$ cat src/rtl/bei_pkg.sv
package bei_pkg;

    typedef enum logic [2:0] {
        OP_MEM_RD = 3'd0, OP_MEM_WR = 3'd1, OP_IO_RD = 3'd2, OP_IO_WR = 3'd3,
        OP_CFG_RD = 3'd4, OP_CFG_WR = 3'd5, OP_DMA_RD = 3'd6, OP_DMA_WR = 3'd7
    } op_e;

    typedef enum logic [3:0] {
        ET_NONE      = 4'd0,
        ET_DPAR_LDST = 4'd1,
        ET_APAR_LDST = 4'd2,
        ET_DPAR_DMA  = 4'd3,
        ET_APAR_DMA  = 4'd4,
        ET_MABORT    = 4'd5,
        ET_TABORT    = 4'd6,
        ET_ECRC      = 4'd7,
        ET_CABORT    = 4'd8,
        ET_UNSUPP    = 4'd9
    } etype_e;

    typedef struct packed {
        logic mabort;
        logic tabort;
        logic ecrc;
        logic cabort;
        logic unsupp;
    } eflags_t;

    localparam int FLAG_W = $bits(eflags_t);

    // Operation class permitted for each error type
    function automatic logic op_fits(input logic [3:0] et, input logic [2:0] op);
        logic ldst, dma;
        ldst = (op <= 3'd5);
        dma  = (op >= 3'd6);
        case (et)
            ET_DPAR_LDST, ET_APAR_LDST:                       op_fits = ldst;
            ET_DPAR_DMA, ET_APAR_DMA, ET_MABORT, ET_TABORT:   op_fits = dma;
            ET_ECRC:                                          op_fits = 1'b1;
            ET_CABORT, ET_UNSUPP:                             op_fits = (op == 3'd6);
            default:                                          op_fits = 1'b0;
        endcase
    endfunction

endpackage

$ cat src/rtl/bei_regs.sv
module bei_regs #(
    parameter int ADDR_W = 64,
    parameter int BUS_W  = 8,
    parameter int SEL_W  = 2
) (
    input  logic              clk,
    input  logic              rst_n,
    input  logic              cfg_we,
    input  logic [SEL_W-1:0]  cfg_sel,
    input  logic [ADDR_W-1:0] cfg_wdata,
    input  logic              hit,
    output logic [ADDR_W-1:0] tgt_addr,
    output logic [ADDR_W-1:0] tgt_mask,
    output logic [BUS_W-1:0]  tgt_bus,
    output logic [3:0]        tgt_type,
    output logic              wide,
    output logic              armed,
    output logic              fired
);
    localparam int TYPE_LSB = BUS_W + (4 - (BUS_W % 4)) % 4;
    localparam int WIDE_BIT = TYPE_LSB + 4;
    localparam int ARM_BIT  = WIDE_BIT + 4;

    typedef struct packed {
        logic [ADDR_W-1:0] addr;
        logic [ADDR_W-1:0] mask;
        logic [BUS_W-1:0]  bus;
        logic [3:0]        etype;
        logic              wide;
        logic              armed;
        logic              fired;
    } regs_t;

    regs_t r_q, r_d;
    logic  ctrl_wr;

    always_comb begin
        r_d     = r_q;
        ctrl_wr = cfg_we && (cfg_sel == SEL_W'(2));
        if (hit) begin
            r_d.armed = 1'b0;
            r_d.fired = 1'b1;
        end
        if (cfg_we && cfg_sel == SEL_W'(0)) r_d.addr = cfg_wdata;
        if (cfg_we && cfg_sel == SEL_W'(1)) r_d.mask = cfg_wdata;
        if (ctrl_wr) begin
            r_d.bus   = cfg_wdata[BUS_W-1:0];
            r_d.etype = cfg_wdata[TYPE_LSB +: 4];
            r_d.wide  = cfg_wdata[WIDE_BIT];
            r_d.armed = cfg_wdata[ARM_BIT];
            if (cfg_wdata[ARM_BIT]) r_d.fired = 1'b0;
        end
    end

    always_ff @(posedge clk) begin
        if (!rst_n) r_q <= '0;
        else        r_q <= r_d;
    end

    assign tgt_addr = r_q.addr;
    assign tgt_mask = r_q.mask;
    assign tgt_bus  = r_q.bus;
    assign tgt_type = r_q.etype;
    assign wide     = r_q.wide;
    assign armed    = r_q.armed;
    assign fired    = r_q.fired;


    oneshot_disarm_chk: assert property (@(posedge clk) disable iff (!rst_n)
        (hit && !ctrl_wr) |=> (!r_q.armed && r_q.fired));

    fired_needs_arm_chk: assert property (@(posedge clk) disable iff (!rst_n)
        $rose(r_q.fired) |-> $past(r_q.armed));

    arm_clears_fired_chk: assert property (@(posedge clk) disable iff (!rst_n)
        (ctrl_wr && cfg_wdata[ARM_BIT]) |=> (r_q.armed && !r_q.fired));
endmodule

$ cat src/rtl/bei_match.sv
module bei_match
    import bei_pkg::*;
#(
    parameter int ADDR_W   = 64,
    parameter int BUS_W    = 8,
    parameter int NARROW_W = 24
) (
    input  logic              armed,
    input  logic              wide,
    input  logic [ADDR_W-1:0] tgt_addr,
    input  logic [ADDR_W-1:0] tgt_mask,
    input  logic [BUS_W-1:0]  tgt_bus,
    input  logic [3:0]        tgt_type,
    input  logic              txn_valid,
    input  logic [2:0]        txn_op,
    input  logic [ADDR_W-1:0] txn_addr,
    input  logic [BUS_W-1:0]  txn_bus,
    output logic              hit
);
    localparam logic [ADDR_W-1:0] NARROW_LIM =
        {{(ADDR_W-NARROW_W){1'b0}}, {NARROW_W{1'b1}}};

    logic [ADDR_W-1:0] eff_mask;
    logic              addr_ok, bus_ok, op_ok;

    always_comb begin
        eff_mask = wide ? tgt_mask : (tgt_mask & NARROW_LIM);
        addr_ok  = (((txn_addr ^ tgt_addr) & ~eff_mask) == '0);
        bus_ok   = (txn_bus == tgt_bus);
        op_ok    = op_fits(tgt_type, txn_op);
        hit      = armed && txn_valid && addr_ok && bus_ok && op_ok;
    end
endmodule

$ cat src/rtl/bei_corrupt.sv
module bei_corrupt
    import bei_pkg::*;
#(
    parameter int DPAR_W = 8
) (
    input  logic              hit,
    input  logic [3:0]        tgt_type,
    input  logic [DPAR_W-1:0] in_dpar,
    input  logic              in_apar,
    output logic [DPAR_W-1:0] dpar,
    output logic              apar,
    output eflags_t           flags
);
    localparam logic [DPAR_W-1:0] TWO_BITS = DPAR_W'(3);

    always_comb begin
        dpar  = in_dpar;
        apar  = in_apar;
        flags = '0;
        if (hit) begin
            case (tgt_type)
                ET_DPAR_LDST, ET_DPAR_DMA: dpar = in_dpar ^ TWO_BITS;
                ET_APAR_LDST, ET_APAR_DMA: apar = ~in_apar;
                ET_MABORT:                 flags.mabort = 1'b1;
                ET_TABORT:                 flags.tabort = 1'b1;
                ET_ECRC:                   flags.ecrc   = 1'b1;
                ET_CABORT:                 flags.cabort = 1'b1;
                ET_UNSUPP:                 flags.unsupp = 1'b1;
                default: ;
            endcase
        end
    end
endmodule

$ cat src/rtl/bus_err_injector.sv
module bus_err_injector
    import bei_pkg::*;
#(
    parameter int ADDR_W   = 64,
    parameter int BUS_W    = 8,
    parameter int DPAR_W   = 8,
    parameter int NARROW_W = 24
) (
    input  logic              clk,
    input  logic              rst_n,
    input  logic              cfg_we,
    input  logic [1:0]        cfg_sel,
    input  logic [ADDR_W-1:0] cfg_wdata,
    input  logic              txn_valid,
    input  logic [2:0]        txn_op,
    input  logic [ADDR_W-1:0] txn_addr,
    input  logic [BUS_W-1:0]  txn_bus,
    input  logic [DPAR_W-1:0] txn_dpar,
    input  logic              txn_apar,
    output logic              out_valid,
    output logic [2:0]        out_op,
    output logic [ADDR_W-1:0] out_addr,
    output logic [BUS_W-1:0]  out_bus,
    output logic [DPAR_W-1:0] out_dpar,
    output logic              out_apar,
    output logic [4:0]        out_flags,
    output logic              armed,
    output logic              fired
);
    typedef struct packed {
        logic              valid;
        logic [2:0]        op;
        logic [ADDR_W-1:0] addr;
        logic [BUS_W-1:0]  bus;
        logic [DPAR_W-1:0] dpar;
        logic              apar;
        eflags_t           flags;
    } stage_t;

    logic [ADDR_W-1:0] tgt_addr, tgt_mask;
    logic [BUS_W-1:0]  tgt_bus;
    logic [3:0]        tgt_type;
    logic              wide, hit, c_apar;
    logic [DPAR_W-1:0] c_dpar;
    eflags_t           c_flags;
    stage_t            s_q, s_d;

    bei_regs #(.ADDR_W(ADDR_W), .BUS_W(BUS_W), .SEL_W(2)) u_regs (
        .clk(clk), .rst_n(rst_n), .cfg_we(cfg_we), .cfg_sel(cfg_sel),
        .cfg_wdata(cfg_wdata), .hit(hit), .tgt_addr(tgt_addr),
        .tgt_mask(tgt_mask), .tgt_bus(tgt_bus), .tgt_type(tgt_type),
        .wide(wide), .armed(armed), .fired(fired)
    );

    bei_match #(.ADDR_W(ADDR_W), .BUS_W(BUS_W), .NARROW_W(NARROW_W)) u_match (
        .armed(armed), .wide(wide), .tgt_addr(tgt_addr), .tgt_mask(tgt_mask),
        .tgt_bus(tgt_bus), .tgt_type(tgt_type), .txn_valid(txn_valid),
        .txn_op(txn_op), .txn_addr(txn_addr), .txn_bus(txn_bus), .hit(hit)
    );

    bei_corrupt #(.DPAR_W(DPAR_W)) u_corrupt (
        .hit(hit), .tgt_type(tgt_type), .in_dpar(txn_dpar), .in_apar(txn_apar),
        .dpar(c_dpar), .apar(c_apar), .flags(c_flags)
    );

    always_comb begin
        s_d.valid = txn_valid;
        s_d.op    = txn_op;
        s_d.addr  = txn_addr;
        s_d.bus   = txn_bus;
        s_d.dpar  = c_dpar;
        s_d.apar  = c_apar;
        s_d.flags = c_flags;
    end

    always_ff @(posedge clk) begin
        if (!rst_n) s_q <= '0;
        else        s_q <= s_d;
    end

    assign out_valid = s_q.valid;
    assign out_op    = s_q.op;
    assign out_addr  = s_q.addr;
    assign out_bus   = s_q.bus;
    assign out_dpar  = s_q.dpar;
    assign out_apar  = s_q.apar;
    assign out_flags = s_q.flags;


    other_bus_clean_chk: assert property (@(posedge clk) disable iff (!rst_n)
        (txn_valid && txn_bus != tgt_bus) |=>
        (out_flags == '0 && out_apar == $past(txn_apar) && out_dpar == $past(txn_dpar)));

    two_bit_flip_chk: assert property (@(posedge clk) disable iff (!rst_n)
        (out_dpar != $past(txn_dpar)) |-> ($countones(out_dpar ^ $past(txn_dpar)) >= 2));

    single_flag_chk: assert property (@(posedge clk) disable iff (!rst_n)
        $onehot0(out_flags));

    passthru_chk: assert property (@(posedge clk) disable iff (!rst_n)
        txn_valid |=> (out_valid && out_addr == $past(txn_addr) && out_bus == $past(txn_bus)));
endmodule

$ cat config.mk
export PLATFORM = sky130hd
export DESIGN_NAME = bus_err_injector
export DESIGN_NICKNAME = d
export VERILOG_FILES = /design/src/rtl/bei_pkg.sv /design/src/rtl/bei_regs.sv /design/src/rtl/bei_match.sv /design/src/rtl/bei_corrupt.sv /design/src/rtl/bus_err_injector.sv
export SDC_FILE = /design/constraint.sdc
export NUM_CORES = 1
export LEC_CHECK = 0
export BUFFER_PORTS_ARGS = -buffer_cell sky130_fd_sc_hd__buf_2
export CAP_MARGIN = 5
export CORE_UTILIZATION = 35
export CTS_CLUSTER_DIAMETER = 40
export DETAILED_ROUTE_END_ITERATION = 16
export GPL_ROUTABILITY_DRIVEN = 0
export GPL_TIMING_DRIVEN = 0
export SYNTH_ARGS = -nofsm -noshare
export SYNTH_HDL_FRONTEND = slang
export SYNTH_HIERARCHICAL = 1
export SYNTH_SLANG_ARGS = --single-unit
export TNS_END_PERCENT = 10
$ cat constraint.sdc
create_clock -name clk -period 2.6 [get_ports clk]
set_input_delay 0.26 -clock clk [delete_from_list [all_inputs] [get_ports clk]]
set_output_delay 0.26 -clock clk [all_outputs]
set_load 0.01 [all_outputs]
# After elaboration in Yosys (flattened, before gate mapping)
# Cells that the tools add are included.
# Widths: inputs -> output; s select.
[classes]
addsub = 0
multipliers = 0
n_div = 0
order_cmp = 2
eq_ne = 13
shifts = 0
mux = 14
n_bitwise = 5
n_reduce_logical = 16
[ops]
columns = ["op", "count"]
rows = [
  ["$and 64x64->64", 1],
  ["$logic_not 64->1", 1],
  ["$mux 64", 1],
  ["$not 64->64", 1],
  ["$xor 64x64->64", 1],
  ["$eq 4x3->1 const B", 4],
  ["$eq 4x2->1 const B", 2],
  ["$eq 4x4->1 const B", 2],
  ["$eq 8x8->1", 1],
  ["$mux 1", 8],
  ["$mux 2", 4],
  ["$reduce_or 2->1", 4],
  ["$logic_and 1x1->1", 7],
  ["$eq 4x1->1 const B", 1],
  ["$pmux 1 s4", 1],
  ["$reduce_or 4->1", 1],
  ["$eq 3x3->1 const B", 1],
  ["$ge 3x3->1 const B", 1],
  ["$le 3x3->1 const B", 1],
  ["$eq 2x1->1 const B", 1],
  ["$eq 2x2->1 const B", 1],
  ["$logic_not 2->1", 1],
  ["$not 2->2", 1],
  ["$reduce_and 2->1", 1],
  ["2 further kinds", 2],
]
[totals]
regBits = 233
latch_bits = 0
ramBits = 0
mem_bits_ro = 0
in_bits = 154
elab_cells = 68
memories = 0

# Depth between registers and ports, before layout
# Gate-level depths: netlist (run 1).
[logic_depth]
depth_word = 10
ltp_mapped = 10

# Hierarchy
# Netlist (run 1), hierarchy kept.
[modules_own_cells]
columns = ["mod", "instances", "cells_per_inst", "area_each_um2", "seq_area_each_um2"]
rows = [
  ["bei_regs", 1, 534, 5440.2, 2862.7],
  ["bus_err_injector", 1, 189, 2476.1, 1801.7],
  ["bei_match", 1, 161, 1147.4, 0.0],
  ["bei_corrupt", 1, 22, 160.2, 0.0],
]

# Least setup slack after synthesis (run 1)
# Ideal clock, no wire load.
[synth_timing]
kind = "reg2reg"
from = "reg u_regs.r_q, in the netlist u_regs/tgt_addr[50]"
to = "reg s_q, in the netlist out_dpar[0]"
setup_time_ns = 0.115
arrival_ns = 2.328
required_ns = 2.485
path_slack_ns = 0.157
stages_incl_launch_ff = 10
n_path_buf = 0
synth_period_minus_slack_ns = 2.443
cell_sequence = "dfxtp_1 > xnor2_1 > nor2_8 > or4_1 > nor4_1 > o2111a_1 > nor2b_4 > nor3b_4 > xor2_1 > and2_1"
[synth_via]
elab_chain_cells = 7
[synth_lines]
columns = ["item", "line_no", "text"]
rows = [
  ["start: declaration", "bei_regs.sv:34", "regs_t r_q, r_d;"],
  ["start signal: assignment", "bei_regs.sv:57", "else r_q <= r_d;"],
  ["$xor 64x64->64", "bei_match.sv:28", "addr_ok = (((txn_addr ^ tgt_addr) & ~eff_mask) == '0);"],
  ["$and 64x64->64", "bei_match.sv:28", ""],
  ["$logic_not 64->1", "bei_match.sv:28", ""],
  ["$logic_and 1x1->1 (3 in series)", "bei_match.sv:31", "hit = armed && txn_valid && addr_ok && bus_ok && op_ok;"],
  ["net hit", "bus_err_injector.sv:43", "logic wide, hit, c_apar;"],
  ["$mux 2", "bei_corrupt.sv:20", "if (hit) begin"],
  ["net c_dpar[0]", "bus_err_injector.sv:44", "logic [DPAR_W-1:0] c_dpar;"],
  ["end signal: assignment", "bus_err_injector.sv:77", "if (!rst_n) s_q <= '0;"],
  ["end signal: assignment", "bus_err_injector.sv:78", "else s_q <= s_d;"],
  ["end: declaration", "bus_err_injector.sv:46", "stage_t s_q, s_d;"],
]
# The timed path passes the listed nets, and every way through them passes these cells.
# A chain may end at the register's enable or synchronous reset.

# Final worst setup path (run 1)
[layout_timing]
from = "in txn_addr[21]"
to = "reg s_q, in the netlist out_dpar[1]"
[layout_via]
elab_chain_cells = 7
[layout_lines]
columns = ["item", "line_no", "text"]
rows = [
  ["start: declaration", "bus_err_injector.sv:16", "input logic [ADDR_W-1:0] txn_addr,"],
  ["$xor 64x64->64", "bei_match.sv:28", ""],
  ["$and 64x64->64", "bei_match.sv:28", ""],
  ["$logic_not 64->1", "bei_match.sv:28", ""],
  ["$logic_and 1x1->1 (3 in series)", "bei_match.sv:31", ""],
  ["net hit", "bus_err_injector.sv:43", ""],
  ["$mux 2", "bei_corrupt.sv:20", ""],
  ["net c_dpar[1]", "bus_err_injector.sv:44", ""],
]
# The timed path passes the listed nets, and every way through them passes these cells.

==> impl_summary.txt, run 1 <==
----------------------------------------------------
[Power]
  Total design power ... 9.57 mW
  Power per cell area ... 761 mW/mm^2
  Leakage power ... 5.71 nW
  Max rail drop VDD ... 473 uV

[Clock tree]
  Max clock buf depth ... 3
  Clock latency at the later pin of the worst-skew pair ... 0.51 ns
  CTS H-tree lvls ... 2
  Clock slew at reported path FFs ... 0.05 ns
  Number of buffers added by the clock tree synthesis step ... 35
  Master cell of the clock root buffer ... sky130_fd_sc_hd__clkbuf_16
  Clock tree from TritonCTS ... done
  Sink count of the clock tree ... 233

[Detailed routing]
  Number of optimization iterations in the first detailed-route pass ... 7
  Routed wirelength normalized by instance count ... 17.3 um
  Count of unresolved DRC violations after routing ... 0
  Count of routing violations after the opening detailed-route iteration ... 403
  Final wirelength ... 27300 um
  Drt via density ... 4.60
  Post-route antenna net violation count ... 0
  Via count ... 7287

[Synth]
  Cell count after synthesis ... 906
  Area share of the leading cell type in the synthesized netlist ... 50.6%
  Post-Synthesis Cell Area ... 0.00922 sq mm
  Most common cell in the synthesized netlist ... sky130_fd_sc_hd__dfxtp_1
  Count of synthesis-stage warnings from yosys ... 6
  Share of the yosys chip area belonging to registers ... 50.6%
  Post-synthesis cell type with the largest combined area ... sky130_fd_sc_hd__dfxtp_1
  Simple logic cell fraction of the synthesized area ... 19.0%
  Adder-cell share of the synthesized area ... 0%
  EDFF count, synth ... 0
  Post-synthesis cell type count ... 41
  Fraction of registers with async set or reset after synthesis ... 0%
  Xor and xnor area share after synthesis ... 6.92%
  Cell types with the highest counts after synthesis ... sky130_fd_sc_hd__dfxtp_1, sky130_fd_sc_hd__nand2_1, sky130_fd_sc_hd__mux2i_1
  Post-synthesis net count ... 1060
  Synth top area cells ... sky130_fd_sc_hd__dfxtp_1, sky130_fd_sc_hd__mux2i_1, sky130_fd_sc_hd__nand2_1, sky130_fd_sc_hd__xnor2_1, sky130_fd_sc_hd__and2_2
  Proportion of synthesized area in mux cells ... 15.4%
  Most used flip-flop cell after synthesis ... sky130_fd_sc_hd__dfxtp_1
  Average footprint of a synthesized cell ... 10.2 sq um
  Seq cells post-synth ... 233
  Share of the synthesized area in compound gates (AO/OA/AOI/OAI) ... 3.35%
  Main combinational cell family by area after synthesis ... simple AND/OR/NAND/NOR gates

[Critical path]
  Capture point of the worst reg-to-reg path ... out_dpar[1]
  Data arrival at the endpoint of the critical path ... 3.01 ns
  Startpoint Class ... input pin
  RR Startpoint ... u_regs/tgt_addr[54]
  Ordered list of cells on the worst path ... dlygate4sd3_1 -> buf_2 -> xnor2_1 -> o22a_1 -> o221ai_2 -> or4_4 -> nor4_4 -> o2111a_2 -> nor2b_4 -> nor3b_4 -> xor2_1 -> and2_1
  Critical Path Start ... txn_addr[21]
  Slowest library cell on the worst path ... sky130_fd_sc_hd__dlygate4sd3_1
  Critical path start-end classification ... input pin to register
  Worst Setup EP ... out_dpar[1]
  Worst setup EP type ... register
  Register-to-register path setup slack ... 0 ns
  Crit Path Max Fanout ... 3
  Cell count of the worst reg-to-reg path ... 10
  Req. time, crit path ... 3.00 ns
  Maximum cell stage delay along the critical path ... 0.54 ns

[Final layout]
  Fraction of layout instances using a drive strength above 1 ... 34.8%
  Layout fillers ... 2508
  Number of cells in the finished layout apart from fillers ... 1584
  Synthesis-to-finish area growth ... 36.3%
  Multi-input combinational cell area ... 0.00424 sq mm
  Layout Utilization ... 48.4%
  Final-stage net count ... 1375
  Cell area after layout ... 0.0126 sq mm
  Register Area ... 0.00467 sq mm

[Floorplan]
  I/O pin count ... 246
  Die Height ... 164 um
  Total die area ... 0.0270 sq mm
  Floorplan Core Area ... 0.0260 sq mm
  Number of placement rows ... 59
  Width of the chip ... 164 um
  Initial core utilization ... 35.5%

[STA]
  Period utilization ... 100%
  Worst setup slack after layout ... -0.00712 ns
  Final Hold Vio Count ... 0
  FMAX ... 0.384 GHz
  Slew at the pin closest to its max-slew limit ... 0.634 ns
  Min Tclk post-route ... 2.61 ns
  Number of failing setup endpoints in the final timing report ... 3
  Pins over their slew limit ... 0
  Remaining max-slew budget at the tightest pin ... 57.8%
  RSZ-0062 raised after global routing ... true
  Worst clock skew ... 0.0146 ns

[GRT]
  Vias in the first global route ... 7270
  Pin count of the biggest net entering global routing ... 12
  GRT Util Overall ... 20.4%
  First-pass GRT wire length ... 40800 um
  Remaining global-route overflow ... 0
  Antenna violations before repair ... 1

[Place]
  Detailed-placement wirelength estimate ... 20200 um
  DP Cell Count ... 1479
  Placed standard-cell area ... 0.0108 sq mm
  Port bufs ... 238

[Outcome]
  Violated checks ... setup timing
  Status ... complete, but fails checks

[Job]
  Max-capacitance violation count ... 0

[Hold path]
  Class of the tightest hold or removal check ... input pin to register

----------------------------------------------------
cell families (layout without fill, tap and decap cells):
logic type      after synthesis  in the layout
buf+inv                      57            399
mux                         142            142
flops                       233            233
simple gates                353            353
other cells                   0              1
xor+xnor                     72             72
compound gates               49             49
metrics by stage:
step	setup WS [ns]	hold WS [ns]	TNS (ns)
3_5_place_dp	-0.631	0.453	-3.81
4_1_cts	0.00649	0.0000535	0
3_3_place_gp	-0.642	0.445	-4.00
2_1_floorplan	0.157	0.382	0
5_1_grt	-0.141	0.000726	-0.728
6_report	-0.00712	0.0130	-0.0148
cell usage in the layout (no fill, tap or decap), types with 3 or more instances in the layout:
cell | Yosys | layout
sky130_fd_sc_hd__buf_2 | 18 | 255
sky130_fd_sc_hd__dfxtp_1 | 233 | 231
sky130_fd_sc_hd__nand2_1 | 213 | 213
sky130_fd_sc_hd__mux2i_1 | 142 | 142
sky130_fd_sc_hd__xnor2_1 | 68 | 60
sky130_fd_sc_hd__and2_2 | 53 | 53
sky130_fd_sc_hd__and2_1 | 37 | 37
sky130_fd_sc_hd__clkbuf_16 | 0 | 36
sky130_fd_sc_hd__dlygate4sd3_1 | 0 | 34
sky130_fd_sc_hd__o22ai_1 | 19 | 19
sky130_fd_sc_hd__a21oi_1 | 17 | 17
sky130_fd_sc_hd__buf_4 | 9 | 15
sky130_fd_sc_hd__nor2_1 | 13 | 13
sky130_fd_sc_hd__clkbuf_1 | 4 | 10
sky130_fd_sc_hd__clkbuf_2 | 9 | 9
sky130_fd_sc_hd__buf_6 | 8 | 9
sky130_fd_sc_hd__xnor2_2 | 1 | 9
sky130_fd_sc_hd__nand4_1 | 9 | 9
sky130_fd_sc_hd__buf_12 | 6 | 6
sky130_fd_sc_hd__bufinv_16 | 0 | 5
sky130_fd_sc_hd__clkinv_2 | 0 | 5
sky130_fd_sc_hd__clkinvlp_4 | 0 | 4
sky130_fd_sc_hd__nand3_1 | 4 | 4
sky130_fd_sc_hd__nor3_1 | 6 | 4
sky130_fd_sc_hd__clkbuf_8 | 0 | 3
sky130_fd_sc_hd__xor2_1 | 3 | 3
sky130_fd_sc_hd__nand3b_1 | 3 | 3
sky130_fd_sc_hd__nor4_2 | 0 | 3
sky130_fd_sc_hd__o21ai_0 | 3 | 3
registers in the layout, indices dropped and copies added (netlist names):
name and cells:
out_valid 1, u_regs/tgt_bus 8, u_regs/tgt_addr 64, out_bus 8, out_addr 64, out_apar 1, u_regs/fired 1, u_regs/armed 1
u_regs/tgt_mask 64, u_regs/wide 1, out_dpar 8, out_flags 5, u_regs/tgt_type 4, out_op 3
area by class of cell:
| class | instances | share of cell area, % |
|---|---|---|
| tap | 335 | 3.33 |
| multi-input combinational | 616 | 33.7 |
| antenna | 1 | 0.0199 |
| clock inverter | 19 | 2.06 |
| timing repair buffer | 278 | 12.5 |
| buffer | 54 | 3.45 |
| sequential | 233 | 37.1 |
| inverter | 3 | 0.0895 |
| clock buffer | 45 | 7.67 |
repair_timing:
action                                  in CTS  in global routing
buffers inserted                             5                  1
pin swaps                                   15                  3
gates resized for setup                     20                  4
endpoints found under the setup margin      10                  8
hold endpoints to repair                    34                  0
hold buffers                                34                  0
worst max-delay path: cells and delay by family:
kind / cells / cell delay (ns)
XOR/XNOR: 2 / 0.23
AND/OR/NAND/NOR: 5 / 1.25
buffers and inverters: 2 / 0.68
AO/OA/AOI/OAI: 3 / 0.60
report_power, final:
group	internal (mW)	leakage, nW	switching [mW]
combinational	0.424	3.21	0.474
sequential	3.72	1.91	0.0693
clock	3.15	0.589	1.74
total	7.29	5.71	2.28
how the worst min path moves through the flow:
stage	startpoint	end	slack, ns	cells after the start
global placement	u_regs/tgt_mask[22]	u_regs/tgt_mask[22]	0.45	2
finish	txn_addr[31]	out_addr[31]	0.01	2
floorplan	txn_op[1]	out_op[1]	0.38	1
CTS	txn_addr[31]	out_addr[31]	0.00005	2
detailed placement	u_regs/tgt_mask[41]	u_regs/tgt_mask[41]	0.45	2
global route	txn_addr[1]	out_addr[1]	0.0007	2
metal layers:
| metal | wire length (um) | GRT usage, % | vias up |
|---|---|---|---|
| li1 | - | - | 3629 |
| met1 | 12400 | 26.1 | 3408 |
| met2 | 12900 | 33.3 | 208 |
| met3 | 1380 | 4.07 | 42 |
| met4 | 674 | 8.16 | 0 |
| met5 | 0 | 0 | - |
Note: power is estimated with default switching activity, not from simulation.
==> inputs of run 2 (changes only) <==
- RECOVER_POWER: default -> 50
==> impl_summary.txt, run 2 (synthesized netlist as in run 1, its figures left out) <==
----------------------------------------------------
[Outcome]
  Status ... finished, final reports clean

[Detailed routing]
  Drt via density ... 4.60
  Via count ... 7290
  Count of routing violations after the opening detailed-route iteration ... 379
  Count of unresolved DRC violations after routing ... 0
  Post-route antenna net violation count ... 0
  Final wirelength ... 27300 um
  Number of optimization iterations in the first detailed-route pass ... 7
  Routed wirelength normalized by instance count ... 17.3 um

[STA]
  Hold WS ... 0.0140 ns
  Slew at the pin closest to its max-slew limit ... 0.656 ns
  Period utilization ... 100%
  FMAX ... 0.385 GHz
  Number of failing setup endpoints in the final timing report ... 0
  Final TNS setup ... 0 ns
  Worst clock skew ... 0.0139 ns
  RSZ-0062 raised after global routing ... true
  Min Tclk post-route ... 2.60 ns
  Final Hold Vio Count ... 0
  Pins over their slew limit ... 0
  Remaining max-slew budget at the tightest pin ... 56.2%

[GRT]
  Vias in the first global route ... 7270
  Pin count of the biggest net entering global routing ... 12
  Remaining global-route overflow ... 0
  First-pass GRT wire length ... 40800 um
  GRT Util Overall ... 20.4%
  Antenna violations before repair ... 1

[Critical path]
  Crit Path Max Fanout ... 3
  Startpoint Class ... register
  Capture point of the worst reg-to-reg path ... out_dpar[1]
  Data arrival at the endpoint of the critical path ... 3.00 ns
  RR Startpoint ... u_regs/tgt_addr[54]
  Worst setup EP type ... register
  Maximum cell stage delay along the critical path ... 0.57 ns
  Ordered list of cells on the worst path ... xnor2_2 -> o22a_1 -> o221ai_2 -> or4_4 -> nor4_4 -> o2111a_2 -> nor2b_4 -> nor3b_4 -> xor2_1 -> and2_1
  Instance count on the critical path ... 10
  Number of buffers and inverters on the critical path ... 0
  Register-to-register path setup slack ... 0.0003 ns
  Req. time, crit path ... 3.00 ns
  Critical path start-end classification ... register to register
  Cell count of the worst reg-to-reg path ... 10
  Slowest library cell on the worst path ... sky130_fd_sc_hd__or4_4
  Top cell family by delay on the critical path ... simple AND/OR/NAND/NOR gates

[Place]
  Port bufs ... 238
  Detailed-placement wirelength estimate ... 20200 um
  Placed standard-cell area ... 0.0108 sq mm

[Floorplan]
  Width of the chip ... 164 um
  Floorplan Core Area ... 0.0260 sq mm
  Number of placement rows ... 59
  Initial core utilization ... 35.5%
  I/O pin count ... 246
  Total die area ... 0.0270 sq mm
  Die Height ... 164 um

[Power]
  Leakage power ... 5.57 nW
  Power per cell area ... 764 mW/mm^2
  Max rail drop VDD ... 472 uV

[Final layout]
  Most frequent cells in the layout ... sky130_fd_sc_hd__dfxtp_1, sky130_fd_sc_hd__buf_2, sky130_fd_sc_hd__nand2_1
  Register Area ... 0.00467 sq mm
  Multi-input combinational cell area ... 0.00424 sq mm
  Fraction of layout instances using a drive strength above 1 ... 30.7%
  Final-stage net count ... 1375
  Synthesis-to-finish area growth ... 35.6%
  Most common cell after layout, fill and taps aside ... sky130_fd_sc_hd__dfxtp_1
  Layout fillers ... 2545
  Cell area after layout ... 0.0125 sq mm

[Clock tree]
  Clock tree from TritonCTS ... done
  Sink count of the clock tree ... 233
  Clock slew at reported path FFs ... 0.05 ns
  Clock latency at the later pin of the worst-skew pair ... 0.51 ns
  Max clock buf depth ... 3
  Number of buffers added by the clock tree synthesis step ... 35
  CTS H-tree lvls ... 2
  Master cell of the clock root buffer ... sky130_fd_sc_hd__clkbuf_16

[Hold path]
  Class of the tightest hold or removal check ... input pin to register
  Launch instance of the worst min-delay path ... txn_addr[31]
  Hold worst-path end ... out_addr[31]
  Instance count along the most critical hold path ... 2

[Job]
  Max-capacitance violation count ... 0

----------------------------------------------------
-- run 2: layer usage --
metal  up-vias  track usage (%)  wire [um]
met5         -                0          0
met4         0             8.16        673
met3        42             4.07       1530
met2       214             33.3      12900
met1      3410             26.1      12200
li1       3624                -          -
-- run 2: how the worst max path moves through the flow --
stage | from | end | slack [ns]
floorplan | u_regs/tgt_addr[50] | out_dpar[0] | 0.16
global placement | u_regs/wide | out_dpar[0] | -0.64
detailed placement | u_regs/wide | out_dpar[1] | -0.63
CTS | u_regs/tgt_addr[54] | out_dpar[1] | 0.006
global route | u_regs/tgt_addr[54] | out_dpar[1] | -0.14
finish | u_regs/tgt_addr[54] | out_dpar[1] | 0.0003
-- run 2: report_power, final --
group / internal, mW / total, mW / switching [mW]
registers: 3.72 / 3.79 / 0.0694
logic: 0.411 / 0.884 / 0.474
clock network: 3.15 / 4.88 / 1.73
total: 7.28 / 9.55 / 2.27
-- run 2: worst reg2reg max path, cell delays in order (launching register included) --
cell and delay (ns):
sky130_fd_sc_hd__dfxtp_2 0.33, sky130_fd_sc_hd__xnor2_2 0.16, sky130_fd_sc_hd__o22a_1 0.19, sky130_fd_sc_hd__o221ai_2 0.12
sky130_fd_sc_hd__or4_4 0.57, sky130_fd_sc_hd__nor4_4 0.22, sky130_fd_sc_hd__o2111a_2 0.26, sky130_fd_sc_hd__nor2b_4 0.17
sky130_fd_sc_hd__nor3b_4 0.24, sky130_fd_sc_hd__xor2_1 0.09, sky130_fd_sc_hd__and2_1 0.13
-- run 2: per-stage QoR --
stage          setup slack, ns  power, mW  utilization (%)  instances
2_1_floorplan            0.157       4.32                -        906
3_3_place_gp            -0.642       4.69             41.7       1479
3_5_place_dp            -0.631       4.70             41.7       1479
4_1_cts                0.00649       9.65             48.3       1582
5_1_grt                 -0.141       9.89             48.1       1584
6_report              0.000312       9.55             48.1       1584
-- run 2: timing repair --
item / 4_1_cts / 5_1_grt
hold buffers: 34 / 0
buffers inserted: 5 / 1
pin swaps: 15 / 3
gates resized for setup: 20 / 4
cloned: 0 / 0
setup endpoints to repair: 10 / 8
endpoints found under the hold margin: 34 / 0
-- run 2: final cells by class --
type                            instances  share of cell area (%)
Sequential cell                       233                    37.3
Clock buffer                           45                    7.71
Buffer                                 54                    3.18
Multi-Input combinational cell        616                    33.9
Timing Repair Buffer                  278                    12.3
Antenna cell                            1                  0.0200
Inverter                                3                  0.0900
Tap cell                              335                    3.35
Clock inverter                         19                    2.07
==> inputs of run 3 (changes only) <==
- CORE_ASPECT_RATIO: default -> 0.8
==> impl_summary.txt, run 3 (synthesized netlist as in run 1, its figures left out) <==
----------------------------------------------------
[Detailed routing]
  Met3 WL ... 1690 um
  Final wirelength ... 28500 um
  Post-route antenna net violation count ... 0
  Count of unresolved DRC violations after routing ... 0
  Drt via density ... 4.58
  Highest metal layer used by the detailed router ... met4
  Via count ... 7685
  Sum of routed wire segments on met1 ... 13600 um
  Met2 routed WL ... 12700 um
  Number of optimization iterations in the first detailed-route pass ... 4
  Routed wirelength normalized by instance count ... 17.0 um
  Count of routing violations after the opening detailed-route iteration ... 410

[Floorplan]
  Initial core utilization ... 36.1%
  Die Height ... 147 um
  Number of placement rows ... 52
  I/O pin count ... 246
  Floorplan Core Area ... 0.0256 sq mm
  Total die area ... 0.0270 sq mm
  Width of the chip ... 184 um

[Hold path]
  Instance count along the most critical hold path ... 3
  Class of the tightest hold or removal check ... input pin to register

[Power]
  Logic pwr share ... 10.8%
  Total design power ... 9.23 mW
  Max rail drop VDD ... 550 uV
  Proportion of total power due to net switching ... 23.8%
  Clk pwr share ... 48.2%
  Leakage power ... 5.83 nW
  Sequential power share ... 41.1%
  Cell-internal power ... 7.03 mW
  Total net switching power ... 2.20 mW
  Power per cell area ... 696 mW/mm^2

[Final layout]
  Synthesis-to-finish area growth ... 43.8%
  Layout fillers ... 2337
  Final-stage net count ... 1454
  Number of cells in the finished layout apart from fillers ... 1678
  Most common cell after layout, fill and taps aside ... sky130_fd_sc_hd__dfxtp_1
  Fraction of layout instances using a drive strength above 1 ... 27.2%
  Most frequent cells in the layout ... sky130_fd_sc_hd__dfxtp_1, sky130_fd_sc_hd__nand2_1, sky130_fd_sc_hd__buf_2

[STA]
  Slew at the pin closest to its max-slew limit ... 0.793 ns
  FMAX ... 0.376 GHz
  Pins over their slew limit ... 0
  Remaining max-slew budget at the tightest pin ... 47.1%
  RSZ-0062 raised after global routing ... true
  Min Tclk post-route ... 2.66 ns
  Final Hold Vio Count ... 0
  Hold WS ... 0.0181 ns
  Period utilization ... 102%
  Worst clock skew ... 0.0220 ns
  Number of failing setup endpoints in the final timing report ... 3
  Worst setup slack after layout ... -0.0607 ns

[Critical path]
  Worst setup EP type ... register
  Ordered list of cells on the worst path ... dlygate4sd3_1 -> clkbuf_1 -> xnor2_1 -> o22ai_1 -> nor3_1 -> nand3_1 -> nor4_4 -> o2111a_2 -> nor2b_4 -> nor3b_4 -> xor2_1 -> and2_1
  Data arrival at the endpoint of the critical path ... 3.11 ns
  Slowest library cell on the worst path ... sky130_fd_sc_hd__dlygate4sd3_1
  Req. time, crit path ... 3.05 ns
  Cell count of the worst reg-to-reg path ... 10
  Instance count on the critical path ... 12
  Number of buffers and inverters on the critical path ... 2
  Crit Path Max Fanout ... 2
  Critical path start-end classification ... input pin to register
  Top cell family by delay on the critical path ... simple AND/OR/NAND/NOR gates
  Maximum cell stage delay along the critical path ... 0.54 ns
  Startpoint Class ... input pin

[Place]
  Detailed-placement wirelength estimate ... 20500 um
  DP Cell Count ... 1495
  Port bufs ... 238

[Clock tree]
  Clock tree from TritonCTS ... done
  CTS H-tree lvls ... 1
  Sink count of the clock tree ... 233
  Max clock buf depth ... 3
  Clock latency at the later pin of the worst-skew pair ... 0.55 ns
  Number of buffers added by the clock tree synthesis step ... 31
  Clock slew at reported path FFs ... 0.06 ns
  Master cell of the clock root buffer ... sky130_fd_sc_hd__clkbuf_16

[Outcome]
  Status ... complete, but fails checks
  Violated checks ... setup timing

[GRT]
  Vias in the first global route ... 7760
  Remaining global-route overflow ... 0
  GRT Util Overall ... 20.8%
  Antenna violations before repair ... 2
  Pin count of the biggest net entering global routing ... 16
  First-pass GRT wire length ... 43100 um

[Job]
  Max-capacitance violation count ... 0

----------------------------------------------------
run 3: stage by stage:
| step | util (%) | setup slack, ns | TNS, ns | instance area [sq um] |
|---|---|---|---|---|
| 5_1_grt | 51.9 | -0.0841 | -0.202 | 13300 |
| 3_3_place_gp | 42.4 | -0.573 | -3.41 | 10900 |
| 4_1_cts | 52.0 | 0.000725 | 0 | 13300 |
| 6_report | 51.9 | -0.0607 | -0.172 | 13300 |
| 3_5_place_dp | 42.4 | -0.577 | -3.34 | 10900 |
| 2_1_floorplan | - | 0.157 | 0 | 9220 |
run 3: final cells by class:
| cell class | instances | area (sq um) | share of cell area [%] |
|---|---|---|---|
| tap | 351 | 439 | 3.31 |
| clock buffer | 42 | 897 | 6.76 |
| inverter | 3 | 11.3 | 0.0849 |
| multi-input combinational | 616 | 4290 | 32.3 |
| antenna | 2 | 5.00 | 0.0377 |
| sequential | 233 | 4670 | 35.2 |
| clock inverter | 16 | 204 | 1.54 |
| buffer | 54 | 430 | 3.24 |
| timing repair buffer | 361 | 2320 | 17.5 |
run 3: path summary, 6_finish.rpt:
| check | start | slack [ns] | end |
|---|---|---|---|
| max | txn_addr[63] | -0.06 | out_dpar[1] |
| min reg2reg | u_regs/tgt_mask[21] | 0.46 | u_regs/tgt_mask[21] |
| max reg2reg | u_regs/tgt_addr[54] | 0.01 | out_dpar[1] |
| min | cfg_wdata[45] | 0.02 | u_regs/tgt_mask[45] |
run 3: worst reg2reg max path, cell delays in order (launching register included):
cell and delay, ns:
sky130_fd_sc_hd__dfxtp_2 0.34, sky130_fd_sc_hd__xnor2_4 0.20, sky130_fd_sc_hd__o22a_1 0.18, sky130_fd_sc_hd__o221ai_2 0.12, sky130_fd_sc_hd__or4_4 0.58, sky130_fd_sc_hd__nor4_4 0.14
sky130_fd_sc_hd__o2111a_2 0.28, sky130_fd_sc_hd__nor2b_4 0.16, sky130_fd_sc_hd__nor3b_4 0.23, sky130_fd_sc_hd__xor2_1 0.09, sky130_fd_sc_hd__and2_1 0.15
run 3: timing repair:
item | in CTS | in global routing
buffers inserted | 4 | 1
hold endpoints to repair | 151 | 0
setup endpoints to repair | 10 | 8
pin swaps | 8 | 13
hold buffers | 118 | 0
resized for setup | 23 | 8
run 3: layer usage:
metal,vias up,global-route usage [%]
met5,-,0
met4,0,4.54
met3,45,4.12
met2,241,33.2
met1,3595,29.0
li1,3804,-
run 3: power groups by stage:
| stage | Sequential (mW) | Clock [mW] | Combinational (mW) |
|---|---|---|---|
| 3_3_place_gp | 3.86 | 0 | 0.829 |
| 2_1_floorplan | 3.89 | 0 | 0.430 |
| 6_report | 3.79 | 4.45 | 0.995 |
| 4_1_cts | 3.79 | 4.51 | 1.00 |
| 3_5_place_dp | 3.86 | 0 | 0.836 |
| 5_1_grt | 3.81 | 4.69 | 1.07 |
